--- src/rtl/tmr_pkg.sv ---
package tmr_pkg;

  // Register index inside one timer window (byte offset >> 2).
  typedef enum logic [5:0] {
    IDX_LOAD  = 6'd0,
    IDX_VALUE = 6'd1,
    IDX_CTRL  = 6'd2,
    IDX_ICLR  = 6'd3,
    IDX_RAW   = 6'd4,
    IDX_MSK   = 6'd5,
    IDX_BGLD  = 6'd6
  } reg_idx_e;

  // Control word, MSB first.
  typedef struct packed {
    logic       run;
    logic       periodic;
    logic       irq_en;
    logic       spare;
    logic [1:0] psc;
    logic       wide;
    logic       single;
  } tmr_ctrl_t;

  localparam logic [7:0] CTRL_RESET = 8'h20;

endpackage

--- src/rtl/tmr_prescale.sv ---
module tmr_prescale #(
  parameter int DIV_W = 8
) (
  input  logic       clk,
  input  logic       rst_n,
  input  logic       tick,
  input  logic       run,
  input  logic       restart,
  input  logic [1:0] psc,
  output logic       step
);

  localparam logic [DIV_W-1:0] MAX_BY16  = DIV_W'(15);
  localparam logic [DIV_W-1:0] MAX_BY256 = DIV_W'(255);

  logic [DIV_W-1:0] div_q, div_d, div_max;

  always_comb begin
    case (psc)
      2'b01:   div_max = MAX_BY16;
      2'b10:   div_max = MAX_BY256;
      default: div_max = '0;
    endcase
  end

  always_comb begin
    div_d = div_q;
    step  = 1'b0;
    if (restart) begin
      div_d = '0;
    end else if (tick && run) begin
      if (div_q == div_max) begin
        div_d = '0;
        step  = 1'b1;
      end else begin
        div_d = div_q + 1'b1;
      end
    end
  end

  always_ff @(posedge clk or negedge rst_n) begin
    if (!rst_n) div_q <= '0;
    else        div_q <= div_d;
  end

  // After any step the divider starts a fresh period.
  assert_step_rewinds_R6: assert property (@(posedge clk) disable iff (!rst_n)
    step |=> (div_q == '0));

endmodule

--- src/rtl/tmr_channel.sv ---
module tmr_channel import tmr_pkg::*; #(
  parameter int CNT_W  = 32,
  parameter int DATA_W = 32,
  parameter int IDX_W  = 6,
  parameter int DIV_W  = 8
) (
  input  logic              clk,
  input  logic              rst_n,
  input  logic              tick,
  input  logic              wr_en,
  input  logic [IDX_W-1:0]  idx,
  input  logic [DATA_W-1:0] wdata,
  output logic [DATA_W-1:0] rdata,
  output logic              irq
);

  localparam logic [CNT_W-1:0] WRAP_WIDE   = '1;
  localparam logic [CNT_W-1:0] WRAP_NARROW = CNT_W'(17'h0FFFF);
  localparam logic [CNT_W-1:0] CNT_ONE     = CNT_W'(1);

  tmr_ctrl_t        ctrl_q, ctrl_d;
  logic [CNT_W-1:0] count_q, count_d;
  logic [CNT_W-1:0] limit_q, limit_d;
  logic             raw_q, raw_d;
  logic             step, expire;
  logic             ld_wr, val_wr, ctl_wr, clr_wr, bg_wr;
  reg_idx_e         idx_e;

  assign idx_e  = reg_idx_e'(idx);
  assign ld_wr  = wr_en && (idx_e == IDX_LOAD);
  assign val_wr = wr_en && (idx_e == IDX_VALUE);
  assign ctl_wr = wr_en && (idx_e == IDX_CTRL);
  assign clr_wr = wr_en && (idx_e == IDX_ICLR);
  assign bg_wr  = wr_en && (idx_e == IDX_BGLD);

  tmr_prescale #(.DIV_W(DIV_W)) u_psc (
    .clk     (clk),
    .rst_n   (rst_n),
    .tick    (tick),
    .run     (ctrl_q.run),
    .restart (ld_wr || ctl_wr),
    .psc     (ctrl_q.psc),
    .step    (step)
  );

  // Next-state logic
  always_comb begin
    count_d = count_q;
    limit_d = limit_q;
    ctrl_d  = ctrl_q;
    raw_d   = raw_q;
    expire  = 1'b0;

    if (step && !(ctrl_q.single && count_q == '0) && count_q <= CNT_ONE)
      expire = 1'b1;

    if (ld_wr) begin
      count_d = wdata[CNT_W-1:0];
    end else if (step) begin
      if (expire) begin
        if (ctrl_q.single)        count_d = '0;
        else if (ctrl_q.periodic) count_d = limit_q;
        else if (ctrl_q.wide)     count_d = WRAP_WIDE;
        else                      count_d = WRAP_NARROW;
      end else if (count_q != '0) begin
        count_d = count_q - 1'b1;
      end
    end

    if (ld_wr || bg_wr) limit_d = wdata[CNT_W-1:0];
    if (ctl_wr)         ctrl_d  = tmr_ctrl_t'(wdata[7:0]);

    if (expire)      raw_d = 1'b1;
    else if (clr_wr) raw_d = 1'b0;
  end

  // State registers
  always_ff @(posedge clk or negedge rst_n) begin
    if (!rst_n) begin
      ctrl_q  <= tmr_ctrl_t'(CTRL_RESET);
      count_q <= '1;
      limit_q <= '0;
      raw_q   <= 1'b0;
    end else begin
      ctrl_q  <= ctrl_d;
      count_q <= count_d;
      limit_q <= limit_d;
      raw_q   <= raw_d;
    end
  end

  // Read mux
  always_comb begin
    rdata = '0;
    case (idx_e)
      IDX_LOAD,
      IDX_BGLD:  rdata = DATA_W'(limit_q);
      IDX_VALUE: rdata = DATA_W'(count_q);
      IDX_CTRL:  rdata[7:0] = ctrl_q;
      IDX_RAW:   rdata[0] = raw_q;
      IDX_MSK:   rdata[0] = raw_q & ctrl_q.irq_en;
      default:   rdata = '0;
    endcase
  end

  assign irq = raw_q & ctrl_q.irq_en;

  assert_load_sets_count_R2: assert property (@(posedge clk) disable iff (!rst_n)
    ld_wr |=> (count_q == $past(wdata[CNT_W-1:0])));

  assert_value_write_ignored_R3: assert property (@(posedge clk) disable iff (!rst_n)
    (val_wr && !step) |=> (count_q == $past(count_q)) && (limit_q == $past(limit_q)));

  assert_hold_when_stopped_R5: assert property (@(posedge clk) disable iff (!rst_n)
    (!ctrl_q.run && !ld_wr) |=> $stable(count_q));

  assert_raw_needs_step_R7: assert property (@(posedge clk) disable iff (!rst_n)
    $rose(raw_q) |-> $past(step));

  assert_single_parks_R9: assert property (@(posedge clk) disable iff (!rst_n)
    (ctrl_q.single && count_q == '0 && !ld_wr) |=> (count_q == '0));

  assert_clear_drops_raw_R11: assert property (@(posedge clk) disable iff (!rst_n)
    (clr_wr && !expire) |=> !raw_q);

endmodule

--- src/rtl/triple_timer.sv ---
module triple_timer #(
  parameter int NUM_TMR   = 3,
  parameter int CNT_W     = 32,
  parameter int DATA_W    = 32,
  parameter int ADDR_W    = 10,
  parameter int WIN_BYTES = 256
) (
  input  logic                clk,
  input  logic                rst_n,
  input  logic                bus_sel,
  input  logic                bus_wr,
  input  logic [ADDR_W-1:0]   bus_addr,
  input  logic [DATA_W-1:0]   bus_wdata,
  output logic [DATA_W-1:0]   bus_rdata,
  input  logic [NUM_TMR-1:0]  tick_en,
  output logic [NUM_TMR-1:0]  irq
);

  localparam int WIN_BITS = $clog2(WIN_BYTES);
  localparam int CH_W     = ADDR_W - WIN_BITS;
  localparam int IDX_W    = WIN_BITS - 2;

  logic [1:0]        rst_sync_q;
  logic              rst_int_n;
  logic [CH_W-1:0]   chan_sel;
  logic [IDX_W-1:0]  reg_idx;
  logic [DATA_W-1:0] ch_rdata [NUM_TMR];
  logic              unused_addr_lsb;

  // Asynchronous assertion, synchronous release.
  always_ff @(posedge clk or negedge rst_n) begin
    if (!rst_n) rst_sync_q <= 2'b00;
    else        rst_sync_q <= {rst_sync_q[0], 1'b1};
  end
  assign rst_int_n = rst_sync_q[1];

  assign chan_sel        = bus_addr[ADDR_W-1:WIN_BITS];
  assign reg_idx         = bus_addr[WIN_BITS-1:2];
  assign unused_addr_lsb = ^bus_addr[1:0];

  for (genvar c = 0; c < NUM_TMR; c++) begin : g_tmr
    tmr_channel #(
      .CNT_W  (CNT_W),
      .DATA_W (DATA_W),
      .IDX_W  (IDX_W)
    ) u_chan (
      .clk   (clk),
      .rst_n (rst_int_n),
      .tick  (tick_en[c]),
      .wr_en (bus_sel && bus_wr && (chan_sel == CH_W'(c))),
      .idx   (reg_idx),
      .wdata (bus_wdata),
      .rdata (ch_rdata[c]),
      .irq   (irq[c])
    );
  end

  always_comb begin
    bus_rdata = '0;
    for (int c = 0; c < NUM_TMR; c++) begin
      if (chan_sel == CH_W'(c)) bus_rdata = ch_rdata[c];
    end
  end

endmodule

--- config.mk ---
export PLATFORM = sky130hd
export DESIGN_NAME = triple_timer
export DESIGN_NICKNAME = d
export VERILOG_FILES = /design/src/rtl/tmr_pkg.sv /design/src/rtl/tmr_prescale.sv /design/src/rtl/tmr_channel.sv /design/src/rtl/triple_timer.sv
export SDC_FILE = /design/constraint.sdc
export NUM_CORES = 1
export LEC_CHECK = 0
export BUFFER_PORTS_ARGS = -buffer_cell sky130_fd_sc_hd__buf_2
export CORE_MARGIN = 2
export CORE_UTILIZATION = 57
export DETAILED_ROUTE_END_ITERATION = 8
export PLACE_DENSITY = 0.82
export SLEW_MARGIN = 30
export SYNTH_ARGS = -nofsm -noshare
export SYNTH_HDL_FRONTEND = slang
export SYNTH_SLANG_ARGS = --single-unit
--- constraint.sdc ---
create_clock -name clk -period 6.9 [get_ports clk]
set_input_delay 1.035 -clock clk [delete_from_list [all_inputs] [get_ports clk]]
set_output_delay 1.035 -clock clk [all_outputs]
set_load 0.01 [all_outputs]
After elaboration in Yosys (flattened, before gate mapping)
Cells that the tools add are included.
Storage, ports and cells
  word-level logic and storage cells: 187
  output and inout port bits: 35
  flip-flop bits (word level): 245
  bits of input ports: 49
Cells by class
  add/subtract/negate cells: 6
  equal/unequal tests: 17
  bitwise gates (word level): 3
  mux-type cells: 63
  magnitude comparators: 3
  reductions and logical operators: 61
Operators by type and width (number)
  32-bit two-way mux: 24
  24-bit one-hot mux with 2 select lines: 3
  32-bit by 1-bit <= comparator with 1-bit output, second input constant: 3
  32-bit zero test: 3
  32-bit nonzero test: 3
  32-bit by 1-bit subtractor with 32-bit output, second input constant: 3
  8-bit two-way mux: 9
  7-bit one-hot mux with 3 select lines: 3
  8-bit one-hot mux with 2 select lines: 3
  1-bit logical AND: 28
  8-bit by 1-bit adder with 8-bit output, second input constant: 3
  8-bit equality test: 3
  6-bit by 3-bit equality test with 1-bit output, second input constant: 3
  1-bit two-way mux: 18
  2-bit nonzero test: 9
  1-bit one-hot mux with 5 select lines: 3
  6-bit by 2-bit equality test with 1-bit output, second input constant: 2
  3-bit nonzero test: 3
  2-bit by 1-bit equality test with 1-bit output, second input constant: 4
  2-bit equality test, second input constant: 4
  6-bit by 1-bit equality test with 1-bit output, second input constant: 1
  6-bit zero test: 1
  1-bit logical OR: 6
  2-bit AND reduction: 3
  other kinds (4): 8

Logic depth before layout (Yosys ltp)
Gate-level depths: netlist of run 1.
  word-level depth: 12
  gate-level depth with buffers: 11
  depth with buffers taken out: 8

Hierarchy
From an unflattened synthesis of run 1, not the netlist that was laid out.
Unflattened totals
  cells, all modules: 1819
  area total of the unflattened synthesis: 16607.2 um^2
By module, submodules not included
  tmr_channel (g_tmr[1].u_chan ...): seq. area each 1868.0 um^2, times used 2, cells an instance 534, area an instance 4863.4 um^2
  tmr_channel (g_tmr[0].u_chan): seq. area each 1868.0 um^2, times used 1, cells an instance 511, area an instance 4643.2 um^2
  tmr_prescale: seq. area each 200.2 um^2, times used 3, cells an instance 52, area an instance 479.2 um^2
  triple_timer: seq. area each 50.0 um^2, times used 1, cells an instance 84, area an instance 799.5 um^2

Least setup slack after synthesis of run 1
No wires, ideal clock.
  path type: input-to-output
  from: input port bus_addr[2]
  to: output port bus_rdata[28]
  buffers on the path: 5
  required time: 5865 ps
  setup slack: 2549 ps
  stages on the path: 9
  arrival: 3316 ps
  path through: buf_2 > or4_1 > clkbuf_1 > nor2_1 > clkbuf_1 > buf_1 > buf_1 > a22oi_1 > o221ai_1
On the way
  cells in the longest elaborated chain, start to end: 6
  elaborated cells on any way between the ends: 10
  those cells by class: 2 x eq/ne; 6 x mux; 2 x reduce/logical
RTL lines
  from (decl): RTL line triple_timer.sv:12  | input logic [ADDR_W-1:0] bus_addr,
  6-bit by 3-bit equality test with 1-bit output or 6-bit zero test (tied branches): RTL line tmr_channel.sv:95  | case (idx_e)
  2-bit OR reduction: RTL line tmr_channel.sv:95
  24-bit one-hot mux with 2 select lines: RTL line tmr_channel.sv:95
  32-bit two-way mux (2 in series): RTL line triple_timer.sv:61  | if (chan_sel == CH_W'(c)) bus_rdata = ch_rdata[c];
  32-bit two-way mux (*): RTL line triple_timer.sv:61
  to (decl): RTL line triple_timer.sv:14  | output logic [DATA_W-1:0] bus_rdata,
Mark *: on every way between the ends. The rest lies on a longest branch, timed or not.

Final worst setup path of run 1
  from: input port bus_addr[2]
  to: output port bus_rdata[0]
On the way
  cells in the longest elaborated chain, start to end: 6
  elaborated cells on any way between the ends: 13
  those cells by class: 5 x eq/ne; 6 x mux; 2 x reduce/logical
RTL lines (RTL line)
  6-bit by 3-bit equality test with 1-bit output or 6-bit zero test (tied branches): tmr_channel.sv:95
  2-bit OR reduction: tmr_channel.sv:95
  1-bit one-hot mux with 5 select lines: tmr_channel.sv:95
  32-bit two-way mux (2 in series): triple_timer.sv:61
  32-bit two-way mux (*): triple_timer.sv:61
Marks and branches as above.

==> results.toml, run 1 <==
[route]
drc = 0
firstDrtPassIters = 8
vias = 15200
drt_iter0_markers = 2302
wl_per_cell_um = 26.6
antenna_left = 0
wl_um = 56200
routed_via_density = 7.16

[setup_path]
r2r_start = "g_tmr[1].u_chan.ctrl_q[2]"
slowest_stage = "or4_1"
r2r_end = "g_tmr[1].u_chan.count_q[26]"
cp-endpoint = "bus_rdata[0]"
worst_ep_required_time_ns = 5.86
cp-start-kind = "input port"
critPathLaunch = "bus_addr[2]"
crit_cells = 8
rrSetupSlack_ns = 3.32
r2r_cells = 9
max_stage_delay_ns = 0.74
crit_family = "simple AND/OR/NAND/NOR gates"
crit_fanout = 19
path_common_cell = "buf_2"
cp-end-kind = "output pin"
path_class = "input port to output pin"
cp.buffers_inverters = 2
cp_cell_sequence = "buf_2 -> or4_1 -> nor2_4 -> a32o_1 -> a221oi_1 -> o21ai_0 -> nor4bb_1 -> buf_2"
worstPathArrival_ns = 3.80

[floorplan]
die-area_um2 = 29500
row_count = 61
core-area_um2 = 27700
die_h_um = 172
die_w_um = 172
pin_count = 84
initial_core_util = 0.578

[global_route]
antenna_found_initial = 0
grt_max_degree = 186
grt_pass1_vias = 14600
overflow = 0
grt_util_all_layers = 0.385
grt_pass1_wl_um = 86700

[timing]
holdWs_ns = 0.248
setup_viol = 0
slew_headroom = 0.223
worst_pin_slew_ns = 1.16
min_period_over_period = 0.700
finClkSkew_ns = 0.0164
totalNegativeSetupSlack_ns = 0
fmax_mhz = 207
slew_violations = 0
period_minus_slack_ns = 4.83
rsz0062_at_grt = "no"
hold_violations = 0

[status]
status = "finished, final reports clean"

[cells_and_area]
area_growth_pct = 10.4
n_fill_cell = 2281
nets = 1782
most-common-layout-cells = "144 x mux2_2, 144 x dfrtp_1, 131 x nand2_1, 120 x a21oi_1, 99 x dfstp_2"
final_area_um2 = 17700
postLayoutCoreUtil = 0.639
drive_gt1_frac = 0.256
insertedDiodeCount = 0
stdcell_count = 2117

[yosys]
synth_edf_count = 0
async_flop_share = 1.00
synth-seq-cells = 245
synth-seq-area-share = 0.390
synth_ff_type = "dfrtp_1"
synth_fp_nets = 1776
avgSynthCellArea_um2 = 9.36
synth-warning-count = 0
syn_area_um2 = 16000
synth.distinct_cells = 79
syn_inst = 1712

[cts]
cts_root_buf = "clkbuf_16"
cts_setup_buffers = 0
cts.reportedPaths.clkPinSlew_ns = 0.06
cts_sinks = 245
cts_inserted_buffers = 27
clk_latency_ns = 0.57
htree_levels = 1
postCtsHoldBufs = 0
cts_tree = "yes"
post_cts_resized = 0
cts_buffer_depth = 3

[power_and_ir_drop]
peakVddDrop_uv = 207
powerDensity_nw_per_um2 = 332
p_leak_nw = 7.37

[place]
io_buffers = 81
gp_congestion = 1.04
place_hpwl_um = 38200
place_area_um2 = 16600
dp_cells = 2065

[run]
cap_violations = 0

[worst_hold_path]
holdCritPathClass = "input port to asynchronous set/reset pin"
==> logic make-up (layout without fill, tap and decap cells) <==
group	count (synthesis)	count (layout)	share of synthesized area
AOI/OAI and AO/OA	487	487	0.204
xor gates and xnor gates	88	88	0.0481
adders and majority gates	15	15	0.0117
buffers and inverters	179	206	0.0454
DFF	245	245	0.390
muxes	204	204	0.139
other	1	1	0.000234
and+or+nand+nor	493	493	0.162
==> stage by stage <==
step | setup WS [ns] | power [mW]
6_report | 2.07 | 5.87
5_1_grt | 2.04 | 6.15
4_1_cts | 2.26 | 5.78
3_5_place_dp | 2.28 | 4.16
3_3_place_gp | 1.91 | 4.07
2_1_floorplan | 2.55 | 3.58
==> flip-flops by register name, indices dropped and copies added, names as in the netlist <==
signal / flops
g_tmr.u_chan.limit_q: 96
g_tmr.u_chan.u_psc.div_q: 24
rst_sync_q: 2
g_tmr.u_chan.raw_q: 3
g_tmr.u_chan.count_q: 96
g_tmr.u_chan.ctrl_q: 24
==> report_power, final <==
part | total (mW) | switching (mW) | internal [mW]
Sequential | 2.16 | 0.381 | 1.78
Combinational | 2.10 | 1.28 | 0.823
Clock | 1.62 | 0.653 | 0.963
Total | 5.87 | 2.31 | 3.56
==> worst min path at each step <==
stage | startpoint | slack, ns | cells past startpoint | end
floorplan | rst_sync_q[0] | 0.33 | 0 | rst_sync_q[1]
global placement | rst_sync_q[0] | 0.34 | 0 | rst_sync_q[1]
detailed placement | rst_sync_q[0] | 0.34 | 0 | rst_sync_q[1]
CTS | rst_n | 0.23 | 1 | rst_sync_q[1]
global route | rst_n | 0.24 | 1 | rst_sync_q[1]
finish | rst_n | 0.25 | 1 | rst_sync_q[1]
==> final cells by class <==
cell class / count / area [um2] / area share
sequential: 245 / 6260 / 0.354
clock inverter: 21 / 272 / 0.0153
tap: 378 / 473 / 0.0267
clock buffer: 29 / 703 / 0.0397
multi-input combinational: 1288 / 9120 / 0.515
timing repair buffer: 110 / 696 / 0.0393
inverter: 46 / 173 / 0.00976
==> per-layer routing <==
metal  GRT usage  vias up  share of wire
met3      0.0706      235           0.11
met1       0.517     7445           0.38
met5           0        -              0
met2       0.583     1046           0.44
li1            -     6438              -
met4       0.224        0          0.069
==> synthesized netlist by cell type (all sizes together), types with 10 or more instances <==
| cell | number | area share |
|---|---|---|
| nor3 | 50 | 0.016 |
| a22o | 14 | 0.0077 |
| nor2b | 11 | 0.0043 |
| nand2 | 131 | 0.031 |
| dfrtp | 146 | 0.23 |
| a21oi | 122 | 0.038 |
| a222oi | 21 | 0.013 |
| xnor2 | 27 | 0.015 |
| nand4 | 12 | 0.0047 |
| ha | 15 | 0.012 |
| dfstp | 99 | 0.16 |
| mux2 | 144 | 0.10 |
| o22a | 10 | 0.0055 |
| nor4 | 46 | 0.019 |
| a221oi | 10 | 0.0055 |
| or3 | 24 | 0.0097 |
| mux2i | 60 | 0.037 |
| xor2 | 61 | 0.033 |
| inv | 46 | 0.011 |
| o22ai | 25 | 0.0098 |
| buf | 36 | 0.012 |
| or4 | 27 | 0.013 |
| o221ai | 24 | 0.013 |
| nand3 | 23 | 0.0072 |
| o21ai | 104 | 0.032 |
| or2 | 10 | 0.0039 |
| nand2b | 24 | 0.0094 |
| clkbuf | 97 | 0.023 |
| a22oi | 81 | 0.038 |
| nor2 | 92 | 0.022 |
==> worst reg2reg max path: stages (launching register included) <==
cell and delay, ns:
dfrtp_1 0.37, inv_1 0.06, ha_1 0.21, or4_1 0.53
o22a_1 0.23, or4_1 0.53, buf_4 0.27, nor2_1 0.85
o21ai_0 0.21, a22oi_1 0.23
Note: power is estimated with default switching activity, not from simulation.
==> inputs of run 2 (changes only) <==
- clock period: 6.9 -> 3.9 ns (I/O delays scaled with it)
==> run 2 against run 1 <==
  * Worst setup slack lost 1.8 ns
  * Cell count grew 1.5%
  * Wire length is essentially flat
  * Critical endpoint is now bus_rdata[10]
  * Highest routed layer unchanged
==> results.toml, run 2 (synthesis gave the netlist of run 1 again) <==
[cts]
cts_sinks = 245
postCtsHoldBufs = 1
cts.reportedPaths.clkPinSlew_ns = 0.06
cts_tree = "yes"
clk_latency_ns = 0.56
cts_setup_buffers = 0
cts_buffer_depth = 3
cts_root_buf = "clkbuf_16"
cts_inserted_buffers = 28
htree_levels = 1
post_cts_resized = 0

[timing]
slew_headroom = 0.337
worst_pin_slew_ns = 0.991
totalNegativeSetupSlack_ns = 0
period_minus_slack_ns = 3.61
rsz0062_at_grt = "no"
finClkSkew_ns = 0.00856
hold_violations = 0
min_period_over_period = 0.925
slew_violations = 0
setup_viol = 0
fmax_mhz = 277

[floorplan]
die_h_um = 172
core-area_um2 = 27700
die-area_um2 = 29500
initial_core_util = 0.578
pin_count = 84
row_count = 61
die_w_um = 172

[route]
firstDrtPassIters = 7
drc = 0
wl_um = 56200
drt_iter0_markers = 2141
antenna_left = 0
vias = 15200
routed_via_density = 7.06
wl_per_cell_um = 26.2

[run]
cap_violations = 0

[cells_and_area]
stdcell_count = 2148
reg_top3 = "g_tmr.u_chan.count_q (96), g_tmr.u_chan.limit_q (96)"
most-common-layout-cells = "145 x dfrtp_1, 144 x mux2_2, 131 x nand2_1, 119 x a21oi_1, 99 x dfstp_2"
final_common_cell = "dfrtp_1"
drive_gt1_frac = 0.264
area_growth_pct = 11.8
postLayoutCoreUtil = 0.646
final_area_um2 = 17900
nets = 1812
insertedDiodeCount = 0

[setup_path]
r2r_end = "g_tmr[1].u_chan.count_q[26]"
cp-start-kind = "input port"
path_class = "input port to output pin"
r2r_start = "g_tmr[1].u_chan.ctrl_q[2]"
worstPathArrival_ns = 3.02
r2r_cells = 8
crit_fanout = 15
rrSetupSlack_ns = 0.30
cp-end-kind = "output pin"
worst_ep_required_time_ns = 3.31

[global_route]
overflow = 0
grt_pass1_wl_um = 85900
antenna_found_initial = 0
grt_util_all_layers = 0.383
grt_max_degree = 94
grt_pass1_vias = 14300

[place]
io_buffers = 81
dp_cells = 2095
place_area_um2 = 16900
place_hpwl_um = 39600
gp_congestion = 0.993

[power_and_ir_drop]
fin_total_pwr_mw = 10.4
peakVddDrop_uv = 424
powerDensity_nw_per_um2 = 583
p_leak_nw = 7.50

[status]
status = "finished, final reports clean"

[worst_hold_path]
holdCritPathClass = "flip-flop to asynchronous set/reset pin"
## run 2: cell count changes in the layout (fill, tap and decap cells not counted), sizes merged
cell	delta
clkinv	-4
buf	+28
dlygate4sd3	+1
clkbuf	+8
bufinv	-2
## run 2: report_power, final
group | switching, mW | leakage [nW] | total, mW | internal [mW]
logic | 2.21 | 3.97 | 3.75 | 1.54
clock network | 1.14 | 0.494 | 2.86 | 1.72
registers | 0.685 | 3.04 | 3.83 | 3.14
## run 2: layout make-up
type,instances,area [um2]
inverter,46,173
timing repair buffer,139,893
clock buffer,37,805
clock inverter,15,206
fill,2288,9800
sequential,245,6260
tap,378,473
multi-input combinational,1288,9100
## run 2: metrics by stage
step                      hold WS (ns)  worst slack [ns]
after global placement           0.315             0.368
final                            0.306             0.294
after floorplan                  0.289             0.449
after global routing             0.328             0.162
after detailed placement         0.317             0.298
after CTS                        0.317             0.340
## run 2: critical path: stages
cell     delay [ns]
buf_2          0.17
or4_1          0.75
nor2_4         0.38
buf_4          0.24
buf_4          0.25
a22o_1         0.25
a221o_1        0.23
buf_2          0.15
## run 2: worst max path at each step
stage	slack (ns)	depth (start not counted)	start	endpoint
after global routing	0.16	8	g_tmr[0].u_chan.ctrl_q[2]	g_tmr[0].u_chan.count_q[21]
after CTS	0.34	8	g_tmr[1].u_chan.ctrl_q[2]	g_tmr[1].u_chan.count_q[26]
after global placement	0.37	7	bus_addr[2]	g_tmr[0].u_chan.count_q[21]
final	0.29	8	bus_addr[2]	bus_rdata[10]
after detailed placement	0.30	7	bus_addr[2]	g_tmr[0].u_chan.count_q[21]
after floorplan	0.45	9	bus_addr[2]	bus_rdata[28]
## run 2: metal layers
metal  GRT usage  vias up  share of wire
met3      0.0681      247           0.10
li1            -     6515              -
met2       0.579     1032           0.44
met4       0.243        0          0.077
met1       0.508     7363           0.38
met5           0        -              0
